==> config.mk <==
export PLATFORM = sky130hd
export DESIGN_NAME = chain_dma_engine
export DESIGN_NICKNAME = d
export VERILOG_FILES = /design/src/rtl/dma_eng_pkg.sv /design/src/rtl/dma_regs.sv /design/src/rtl/dma_step.sv /design/src/rtl/dma_seq.sv /design/src/rtl/chain_dma_engine.sv
export SDC_FILE = /design/constraint.sdc
export NUM_CORES = 1
export LEC_CHECK = 0
export ABC_AREA = 1
export BUFFER_PORTS_ARGS = -buffer_cell sky130_fd_sc_hd__buf_2
export CAP_MARGIN = 20
export CORE_UTILIZATION = 35
export DETAILED_ROUTE_END_ITERATION = 7
export SLEW_MARGIN = 20
export SYNTH_ARGS = -nofsm -noshare
export SYNTH_HDL_FRONTEND = slang
export SYNTH_HIERARCHICAL = 1
export SYNTH_SLANG_ARGS = --single-unit
==> constraint.sdc <==
create_clock -name clk -period 2.8 [get_ports clk]
set_clock_uncertainty 0.15 [all_clocks]
set_input_delay 0.14 -clock clk [delete_from_list [all_inputs] [get_ports clk]]
set_output_delay 0.14 -clock clk [all_outputs]
set_load 0.1 [all_outputs]
==> src/rtl/dma_eng_pkg.sv <==
package dma_eng_pkg;
  typedef enum logic [1:0] {
    MODE_MANUAL  = 2'd0,
    MODE_REQUEST = 2'd1,
    MODE_LIST    = 2'd2,
    MODE_RSVD    = 2'd3
  } sync_mode_e;

  typedef enum logic [3:0] {
    S_IDLE, S_HDR_REQ, S_HDR_WAIT, S_RD_REQ, S_RD_WAIT,
    S_TX, S_RX, S_WR_REQ, S_FIN
  } eng_state_e;

  localparam int SEL_BASE  = 0;
  localparam int SEL_BLOCK = 1;
  localparam int SEL_CTL   = 2;

  localparam int CTL_DIR     = 0;
  localparam int CTL_REV     = 1;
  localparam int CTL_CHOP    = 8;
  localparam int CTL_MODE_LO = 9;
  localparam int CTL_WIN_LO  = 16;
  localparam int CTL_EN      = 24;
  localparam int CTL_START   = 28;
endpackage

==> src/rtl/dma_regs.sv <==
module dma_regs
  import dma_eng_pkg::*;
#(
  parameter int AW    = 24,
  parameter int DW    = 32,
  parameter int CNT_W = 16
) (
  input  logic             clk,
  input  logic             rst,
  input  logic             wr_en,
  input  logic [1:0]       sel,
  input  logic [DW-1:0]    wr_data,
  input  logic             lock,
  input  logic             clr_start,
  input  logic             clr_enable,
  output logic [AW-1:0]    base_q,
  output logic [CNT_W-1:0] count_q,
  output logic             dir_to_dev,
  output logic             step_rev,
  output sync_mode_e       mode_q,
  output logic             enable_q,
  output logic             start_q,
  output logic [DW-1:0]    rd_data
);
  logic       chop_q;
  logic [2:0] win_q;
  logic [DW-1:0] ctl_view;
  logic       wr_ok;

  assign wr_ok = wr_en && !lock;

  always_ff @(posedge clk) begin
    if (rst) begin
      base_q     <= '0;
      count_q    <= '0;
      dir_to_dev <= 1'b0;
      step_rev   <= 1'b0;
      mode_q     <= MODE_MANUAL;
      chop_q     <= 1'b0;
      win_q      <= '0;
      enable_q   <= 1'b0;
      start_q    <= 1'b0;
    end else begin
      if (wr_ok && sel == 2'(SEL_BASE))  base_q  <= wr_data[AW-1:0];
      if (wr_ok && sel == 2'(SEL_BLOCK)) count_q <= wr_data[CNT_W-1:0];
      if (wr_ok && sel == 2'(SEL_CTL)) begin
        dir_to_dev <= wr_data[CTL_DIR];
        step_rev   <= wr_data[CTL_REV];
        chop_q     <= wr_data[CTL_CHOP];
        mode_q     <= sync_mode_e'(wr_data[CTL_MODE_LO +: 2]);
        win_q      <= wr_data[CTL_WIN_LO +: 3];
        enable_q   <= wr_data[CTL_EN];
        start_q    <= wr_data[CTL_START];
      end
      if (clr_start)  start_q  <= 1'b0;
      if (clr_enable) enable_q <= 1'b0;
    end
  end

  always_comb begin
    ctl_view = '0;
    ctl_view[CTL_DIR]          = dir_to_dev;
    ctl_view[CTL_REV]          = step_rev;
    ctl_view[CTL_CHOP]         = chop_q;
    ctl_view[CTL_MODE_LO +: 2] = mode_q;
    ctl_view[CTL_WIN_LO +: 3]  = win_q;
    ctl_view[CTL_EN]           = enable_q;
    ctl_view[CTL_START]        = start_q;
  end

  always_ff @(posedge clk) begin
    if (rst) rd_data <= '0;
    else begin
      case (sel)
        2'(SEL_BASE):  rd_data <= DW'(base_q);
        2'(SEL_BLOCK): rd_data <= DW'(count_q);
        2'(SEL_CTL):   rd_data <= ctl_view;
        default:       rd_data <= '0;
      endcase
    end
  end
endmodule

==> src/rtl/dma_step.sv <==
module dma_step #(
  parameter int AW = 24
) (
  input  logic [AW-1:0] cur,
  input  logic          rev,
  output logic [AW-1:0] nxt
);
  localparam logic [AW-1:0] WORD_BYTES = AW'(4);
  assign nxt = rev ? (cur - WORD_BYTES) : (cur + WORD_BYTES);
endmodule

==> src/rtl/dma_seq.sv <==
module dma_seq
  import dma_eng_pkg::*;
#(
  parameter int AW    = 24,
  parameter int DW    = 32,
  parameter int CNT_W = 16,
  parameter int HDR_W = 8
) (
  input  logic             clk,
  input  logic             rst,
  input  logic [AW-1:0]    base,
  input  logic [CNT_W-1:0] count,
  input  logic             dir_to_dev,
  input  logic             step_rev,
  input  sync_mode_e       mode,
  input  logic             enable,
  input  logic             start,
  output logic             clr_start,
  output logic             clr_enable,
  output logic             busy,
  output logic [AW-1:0]    cur_addr,
  output logic             cur_rev,
  input  logic [AW-1:0]    step_addr,
  output logic             mem_valid,
  input  logic             mem_ready,
  output logic             mem_we,
  output logic [AW-1:0]    mem_addr,
  output logic [DW-1:0]    mem_wdata,
  input  logic             mem_rvalid,
  input  logic [DW-1:0]    mem_rdata,
  output logic             tx_valid,
  input  logic             tx_ready,
  output logic [DW-1:0]    tx_data,
  output logic [CNT_W-1:0] tx_remain,
  input  logic             rx_valid,
  output logic             rx_ready,
  input  logic [DW-1:0]    rx_data,
  output logic             err
);
  localparam int RW = CNT_W + 1;
  localparam logic [RW-1:0] ONE = RW'(1);

  eng_state_e st;
  logic [RW-1:0] remain;
  logic [AW-1:0] next_ptr;
  logic          last_node;
  logic          list_mode;
  logic          go;
  logic [AW-1:0] base_al;
  logic [AW-1:0] hdr_ptr;
  logic [HDR_W-1:0] hdr_cnt;

  assign go         = (st == S_IDLE) && enable && start;
  assign clr_start  = go;
  assign clr_enable = (st == S_FIN);
  assign busy       = (st != S_IDLE);
  assign cur_addr   = st == S_IDLE ? base_al : mem_addr_src();
  assign cur_rev    = step_rev && !list_mode;
  assign base_al    = {base[AW-1:2], 2'b00};
  assign hdr_ptr    = {mem_rdata[AW-1:2], 2'b00};
  assign hdr_cnt    = mem_rdata[DW-1 -: HDR_W];

  logic [AW-1:0] addr_q;
  function automatic logic [AW-1:0] mem_addr_src();
    return addr_q;
  endfunction

  always_ff @(posedge clk) begin
    if (rst) begin
      st        <= S_IDLE;
      addr_q    <= '0;
      remain    <= '0;
      next_ptr  <= '0;
      last_node <= 1'b0;
      list_mode <= 1'b0;
      mem_valid <= 1'b0;
      mem_we    <= 1'b0;
      mem_addr  <= '0;
      mem_wdata <= '0;
      tx_valid  <= 1'b0;
      tx_data   <= '0;
      tx_remain <= '0;
      rx_ready  <= 1'b0;
      err       <= 1'b0;
    end else begin
      case (st)
        S_IDLE: if (go) begin
          err       <= 1'b0;
          addr_q    <= base_al;
          list_mode <= (mode == MODE_LIST);
          remain    <= (count == '0) ? {1'b1, CNT_W'(0)} : {1'b0, count};
          if (mode == MODE_MANUAL && dir_to_dev) begin
            mem_valid <= 1'b1;
            mem_we    <= 1'b0;
            mem_addr  <= base_al;
            st        <= S_RD_REQ;
          end else if (mode == MODE_MANUAL) begin
            rx_ready <= 1'b1;
            st       <= S_RX;
          end else if (mode == MODE_LIST && dir_to_dev) begin
            mem_valid <= 1'b1;
            mem_we    <= 1'b0;
            mem_addr  <= base_al;
            st        <= S_HDR_REQ;
          end else begin
            err <= 1'b1;
            st  <= S_FIN;
          end
        end
        S_HDR_REQ: if (mem_ready) begin
          mem_valid <= 1'b0;
          st        <= S_HDR_WAIT;
        end
        S_HDR_WAIT: if (mem_rvalid) begin
          next_ptr  <= hdr_ptr;
          last_node <= mem_rdata[AW-1];
          remain    <= RW'(hdr_cnt);
          if (hdr_cnt != '0) begin
            addr_q    <= step_addr;
            mem_valid <= 1'b1;
            mem_addr  <= step_addr;
            st        <= S_RD_REQ;
          end else if (mem_rdata[AW-1]) begin
            st <= S_FIN;
          end else begin
            addr_q    <= hdr_ptr;
            mem_valid <= 1'b1;
            mem_addr  <= hdr_ptr;
            st        <= S_HDR_REQ;
          end
        end
        S_RD_REQ: if (mem_ready) begin
          mem_valid <= 1'b0;
          st        <= S_RD_WAIT;
        end
        S_RD_WAIT: if (mem_rvalid) begin
          tx_valid  <= 1'b1;
          tx_data   <= mem_rdata;
          tx_remain <= CNT_W'(remain - ONE);
          st        <= S_TX;
        end
        S_TX: if (tx_ready) begin
          tx_valid <= 1'b0;
          remain   <= remain - ONE;
          addr_q   <= step_addr;
          if (remain == ONE) begin
            if (list_mode && !last_node) begin
              addr_q    <= next_ptr;
              mem_valid <= 1'b1;
              mem_addr  <= next_ptr;
              st        <= S_HDR_REQ;
            end else begin
              st <= S_FIN;
            end
          end else begin
            mem_valid <= 1'b1;
            mem_addr  <= step_addr;
            st        <= S_RD_REQ;
          end
        end
        S_RX: if (rx_valid) begin
          rx_ready  <= 1'b0;
          mem_valid <= 1'b1;
          mem_we    <= 1'b1;
          mem_addr  <= addr_q;
          mem_wdata <= rx_data;
          st        <= S_WR_REQ;
        end
        S_WR_REQ: if (mem_ready) begin
          mem_valid <= 1'b0;
          mem_we    <= 1'b0;
          remain    <= remain - ONE;
          addr_q    <= step_addr;
          if (remain == ONE) st <= S_FIN;
          else begin
            rx_ready <= 1'b1;
            st       <= S_RX;
          end
        end
        S_FIN:   st <= S_IDLE;
        default: st <= S_IDLE;
      endcase
    end
  end
endmodule

==> src/rtl/chain_dma_engine.sv <==
module chain_dma_engine
  import dma_eng_pkg::*;
#(
  parameter int AW    = 24,
  parameter int DW    = 32,
  parameter int CNT_W = 16,
  parameter int HDR_W = 8
) (
  input  logic             clk,
  input  logic             rst,
  input  logic             reg_we,
  input  logic [1:0]       reg_sel,
  input  logic [DW-1:0]    reg_wdata,
  output logic [DW-1:0]    reg_rdata,
  output logic             mem_valid,
  input  logic             mem_ready,
  output logic             mem_we,
  output logic [AW-1:0]    mem_addr,
  output logic [DW-1:0]    mem_wdata,
  input  logic             mem_rvalid,
  input  logic [DW-1:0]    mem_rdata,
  output logic             dev_tx_valid,
  input  logic             dev_tx_ready,
  output logic [DW-1:0]    dev_tx_data,
  output logic [CNT_W-1:0] dev_tx_remain,
  input  logic             dev_rx_valid,
  output logic             dev_rx_ready,
  input  logic [DW-1:0]    dev_rx_data,
  output logic             busy,
  output logic             err
);
  logic [AW-1:0]    base_q;
  logic [CNT_W-1:0] count_q;
  logic             dir_to_dev, step_rev, enable_q, start_q;
  sync_mode_e       mode_q;
  logic             clr_start, clr_enable;
  logic [AW-1:0]    cur_addr, step_addr;
  logic             cur_rev;

  dma_regs #(.AW(AW), .DW(DW), .CNT_W(CNT_W)) u_regs (
    .clk(clk), .rst(rst), .wr_en(reg_we), .sel(reg_sel), .wr_data(reg_wdata),
    .lock(busy), .clr_start(clr_start), .clr_enable(clr_enable),
    .base_q(base_q), .count_q(count_q), .dir_to_dev(dir_to_dev),
    .step_rev(step_rev), .mode_q(mode_q), .enable_q(enable_q),
    .start_q(start_q), .rd_data(reg_rdata)
  );

  dma_step #(.AW(AW)) u_step (
    .cur(cur_addr), .rev(cur_rev), .nxt(step_addr)
  );

  dma_seq #(.AW(AW), .DW(DW), .CNT_W(CNT_W), .HDR_W(HDR_W)) u_seq (
    .clk(clk), .rst(rst), .base(base_q), .count(count_q),
    .dir_to_dev(dir_to_dev), .step_rev(step_rev), .mode(mode_q),
    .enable(enable_q), .start(start_q), .clr_start(clr_start),
    .clr_enable(clr_enable), .busy(busy), .cur_addr(cur_addr),
    .cur_rev(cur_rev), .step_addr(step_addr),
    .mem_valid(mem_valid), .mem_ready(mem_ready), .mem_we(mem_we),
    .mem_addr(mem_addr), .mem_wdata(mem_wdata), .mem_rvalid(mem_rvalid),
    .mem_rdata(mem_rdata), .tx_valid(dev_tx_valid), .tx_ready(dev_tx_ready),
    .tx_data(dev_tx_data), .tx_remain(dev_tx_remain), .rx_valid(dev_rx_valid),
    .rx_ready(dev_rx_ready), .rx_data(dev_rx_data), .err(err)
  );
endmodule

After elaboration in Yosys (flattened, before gate mapping)
Index checks and enable logic that the tools add are counted.
Widths: inputs -> output; s select.
Storage, ports and cells
  bits of input ports: 105
  flip-flop bits (word level): 260
  output and inout bits: 142
Cells by class
  equal/unequal tests: 28
  muxes and demuxes: 75
  reductions and logical operators: 39
  $add $sub $neg: 3
Operator list (number)
  $mux 24: 18
  $pmux 24 s4: 2
  $pmux 29 s3: 1
  $mux 17: 5
  $pmux 17 s4: 1
  $mux 4: 16
  $pmux 4 s8: 1
  $mux 1: 27
  $add 24x3->24 const B: 1
  $sub 24x3->24 const B: 1
  $ne 2x2->1 const B: 11
  $eq 17x1->1 const B: 1
  $sub 17x1->17 const B: 1
  $eq 4x3->1 const B: 4
  $logic_not 16->1: 1
  $reduce_and 6->1: 2
  $reduce_bool 4->1: 3
  $logic_and 1x1->1: 10
  $reduce_and 10->1: 1
  $ne 3x3->1 const B: 3
  $reduce_and 9->1: 1
  $eq 4x2->1 const B: 2
  $reduce_and 2->1: 4
  $reduce_and 8->1: 1
  21 further kinds: 27

Depth between registers and ports, before layout
  word-level depth: 8
  mapped depth: 26
  gate-level depth less buffers: 24

Modules after synthesis
Netlist, hierarchy kept.
By module, submodules not included
  dma_seq: sequential area each 3543.4 um^2, times used 1, cells an instance 1486, area an instance 9454.1 um^2
  dma_regs: sequential area each 1521.5 um^2, times used 1, cells an instance 438, area an instance 3230.6 um^2
  dma_step: sequential area each 0.0 um^2, times used 1, cells an instance 298, area an instance 1539.0 um^2

Least setup slack after synthesis
No wires, ideal clock.
  kind: reg2reg
  start: register u_seq.st[0]
  end: register u_seq.addr_q[19]
  setup time: 132 ps
  required time: 2518 ps
  stages on the path, launching flop included: 25
  slack: -1098 ps
  arrival time: 3616 ps
  clock period less this slack: 3898 ps
  cells stage by stage: dfxtp_1 -> buf_4 -> nor2_4 -> nand2_2 -> clkbuf_1 -> clkbuf_1 -> nand2_1 -> nand2_1 -> ha_1 -> nand2_1 -> inv_2 -> a21oi_1 -> nor2_1 -> nor2_1 -> nand2_1 -> nand2_1 -> nand2_1 -> inv_1 -> nand2_1 -> o21ai_0 -> nand3_1 -> nand3_1 -> nand4_1 -> nand2_1 -> a21oi_1
On the way
  word-level cells in the longest chain between the ends: 8
  elaborated cells on any way between the ends: 24
Ends and longest elaborated chain
  start: declaration: line dma_seq.sv:43  | eng_state_e st;
  start signal: assignment: line dma_seq.sv:70  | st <= S_IDLE;
  start signal: assignment: line dma_seq.sv:96  | st <= S_RD_REQ;
  start signal: assignment: line dma_seq.sv:99  | st <= S_RX;
  $logic_not 4->1 (*): line dma_seq.sv:57  | assign cur_addr = st == S_IDLE ? base_al : mem_addr_src();
  $mux 24 (*): line dma_seq.sv:57
  net cur_addr[14]: line chain_dma_engine.sv:37  | logic [AW-1:0] cur_addr, step_addr;
  $add 24x3->24 / $sub 24x3->24 (equally long branches): line dma_step.sv:9  | assign nxt = rev ? (cur - WORD_BYTES) : (cur + WORD_BYTES);
  $mux 24 (*): line dma_step.sv:9
  net step_addr[19]: line chain_dma_engine.sv:37
  $mux 24: line dma_seq.sv:147  | if (list_mode && !last_node) begin
  $mux 24: line dma_seq.sv:146  | if (remain == ONE) begin
  $mux 24: line dma_seq.sv:142  | S_TX: if (tx_ready) begin
  $pmux 24 s4 (*): line dma_seq.sv:86  | case (st)
  end signal: assignment: line dma_seq.sv:89  | addr_q <= base_al;
  end signal: assignment: line dma_seq.sv:145  | addr_q <= step_addr;
  end signal: assignment: line dma_seq.sv:148  | addr_q <= next_ptr;
  end: declaration: line dma_seq.sv:63  | logic [AW-1:0] addr_q;
The timed path passes the listed nets; every way through them passes the cells marked *. The select of a mux whose other input is x is not followed.
A chain may end at the register's enable or synchronous reset.

Worst setup path after layout
  start: register u_seq.st[2]
  end: register u_seq.addr_q[17]
The elaborated chain is that of the path after synthesis.

==> metrics.cfg <==
[final_layout]
nets=2761
syn_to_final_growth_pct=38.50
n_fill_cell=3900
stdcell_count=3181
drive_above_1_share_pct=26.14

[status]
violations=setup timing
status=finished, violations left

[global_route]
antenna_found_initial=1
grt_max_degree=69
use_met3_pct=2.956
grt_first_pass_wirelength_um=84930
grt_util_met2_pct=42.89
grt_pass1_vias=15230
grt.overflow.total=0
met1_usage_pct=34.48
gr-usage-all-layers_pct=26.10
grt_busiest_layer=met2

[routing]
route.detailed.drc=0
wl_per_cell_um=17.39
via_per_inst=5.124
drtIter0Drc=1256
drt-total-wl_um=55330
num_vias=16300
first_pass_iters=5
antenna_left=0

[synthesis]
synth_area_sq_um=14220
synth_ff_type=dfxtp_1
ys_warn_count=6
synthDistinctLibCells=52
synth.avg_cell_area_sq_um=6.401
synthArstFlopShare_pct=0
yosys-top-cells-area=dfxtp_1, nand2_1, nand3_1
yosysMostFrequentCell=nand2_1
syn_inst=2222
synth_edf_count=0
ys_ff_latch=253
synth_common_cells=nand2_1, dfxtp_1, nor2_1, nand3_1, inv_1
ys_seq_area_share_pct=35.61
yosys.area.top_type=dfxtp_1
netlist.area_leader.share_pct=35.61

[timing]
final-setup-viol-count=28
max_slew.worst_pin.slew_ns=0.7962
maxSlewHeadroom_pct=46.92
finalMaxSlewViolations=0
setup_ws_ns=-0.1301
rsz0062_at_grt=yes
clock.fmax_mhz=341.3
post-route-min-period_ns=2.930
min_period_over_period_pct=104.6
hold_viol=0

[pwr]
switchingPower_mw=7.846
p_sw_share_pct=46.53
vdd_ir_drop_max_v=0.0005359
combPwrFrac_pct=50.5
p_per_area_nw_per_um2=855.9
seqPwrFrac_pct=26.0
p_int_mw=9.015
clock_power_share_pct=23.4
leakage_nw=9.175

[cts]
cts_made_buffers=29
clockBufferDepth=3
insertion_delay_ns=0.59
clk_pin_slew_ns=0.06
htree_levels=1
cts_tree=built
cts-root-buf=clkbuf_16
cts_sinks=253

[place]
dp.cells=2997
io_buffers=234
hpwl_um=38910
place_ws_ns=-0.2389
place_congestion=0.9887

[setup_path]
r2r_start=u_seq/st[2]
cp-end-kind=register
cp_max_fo=8
worstSetupStartpointType=register
reg2reg_slack_ns=-0.13
required_ns=3.07
startpoint=u_seq/st[2]
critical_path_class=register to register
arrival_ns=3.20

[die]
dieArea_sq_um=41450
die_y_um=203.6
coreArea_sq_um=39910
row_count=73
die_w_um=203.6
initial_core_util_pct=35.64
ios=247

[run]
drv_cap=0

[worst_hold_path]
min_from=dev_rx_valid
worstHoldPathType=input pin to register

[logic make-up (layout without fill, tap and decap cells)]
logic type      after synthesis  in the layout  synth area share, %
simple gates               1269           1269                38.93
buf+inv                     333            761                10.22
flops                       253            253                35.61
xor+xnor                     20             20                1.232
fa+ha+maj                    23             23                2.076
compound gates              323            323                11.90
other cells                   1              7              0.02636
[what timing repair did]
| action | in CTS | in global routing |
|---|---|---|
| cloned | 0 | 1 |
| endpoints found under the setup margin | 35 | 45 |
| endpoints found under the hold margin | 182 | 0 |
| hold buffers | 116 | 0 |
| resized for setup | 98 | 111 |
| setup buffers | 7 | 6 |
| pin swaps | 51 | 62 |
[sequential cells by signal (all words and copies together), names as in the netlist, 2 cells and up]
| signal | cells |
|---|---|
| u_seq/remain | 17 |
| u_seq/next_ptr | 21 |
| u_regs/win_q | 3 |
| u_regs/mode_q | 2 |
| u_seq/mem_wdata | 32 |
| u_seq/mem_addr | 24 |
| u_seq/addr_q | 24 |
| u_seq/st | 4 |
| u_seq/tx_data | 32 |
| u_seq/tx_remain | 16 |
| u_regs/count_q | 16 |
| u_regs/rd_data | 26 |
| u_regs/base_q | 24 |
[cell usage in the layout, fill, tap and decap left out, types with 8 or more instances in the layout]
cell type,n
nand2_1,600
dfxtp_1,248
nor2_1,240
buf_2,233
nand3_1,203
inv_1,160
a21oi_1,144
buf_4,138
dlygate4sd3_1,116
o21ai_0,109
nand2_2,64
nand4_1,52
inv_2,39
clkbuf_16,30
nor2_2,27
o21ai_1,22
nand2_4,20
nor2_4,18
nand3_2,18
ha_4,17
o21ai_2,10
xor2_1,10
a21oi_2,10
clkbuf_8,9
buf_6,8
o21bai_1,8
[worst paths after layout]
kind                            cells past startpoint                 end
worst min register to register                      2      u_seq/rx_ready
worst max register to register                     26    u_seq/addr_q[17]
worst min-delay path                                4  u_seq/mem_wdata[8]
worst max-delay path                               26    u_seq/addr_q[17]
[cell type report]
type	count	area, sq um	share of cell area [%]
multi-input combinational	1641	8576	43.53
sequential	253	5071	25.74
inverter	205	799.5	4.058
clock inverter	9	108.9	0.5526
clock buffer	44	872.1	4.427
tap	525	656.9	3.334
antenna	1	2.502	0.01270
timing repair buffer	503	3613	18.34
[metal layers]
metal	up-vias	wire length, um
met3	149	3599
met2	703	25300
li1	7941	-
met1	7506	23900
met5	-	0
met4	0	2531
[through the flow]
stage / hold slack (ns) / setup TNS (ns) / area, sq um / total power [mW] / utilization [%]
detailed placement: 0.2338 / -4.223 / 16780 / 12.26 / 42.04
global placement: 0.2133 / -3.076 / 16780 / 12.20 / 42.04
CTS: 0.0003840 / -0.1459 / 19270 / 16.52 / 48.28
finish: 0.02688 / -1.782 / 19700 / 16.86 / 49.36
floorplan: 0.1249 / -0.3386 / 14530 / 9.926 / -
global route: 0.02730 / -7.307 / 19700 / 17.77 / 49.36
[worst max-delay path: stages, from the launching register on]
cell and delay [ns]:
dfxtp_2 0.34, nor2_4 0.14, nand2_4 0.10, buf_8 0.16, buf_12 0.14, nand2_2 0.05
nand2_2 0.06, ha_4 0.27, nand2_2 0.07, nand2_2 0.06, inv_1 0.09, nand2_2 0.08
inv_2 0.08, nand2_4 0.06, buf_6 0.13, nand2_4 0.06, nand2_1 0.05, nand2_1 0.07
nand2_2 0.06, inv_2 0.07, nand2_1 0.05, o21ai_1 0.08, nand3_1 0.08, nand3_1 0.08
nand4_1 0.07, nand2_1 0.07, a21oi_1 0.05
[power groups by stage]
stage	combinational, mW	clock [mW]	sequential, mW
final	8.52	3.95	4.39
after global routing	9.15	4.18	4.44
after CTS	8.12	4.02	4.38
after detailed placement	7.81	0	4.44
after global placement	7.76	0	4.44
after floorplan	4.45	0	5.48
Note: power is estimated with default switching activity, not from simulation.
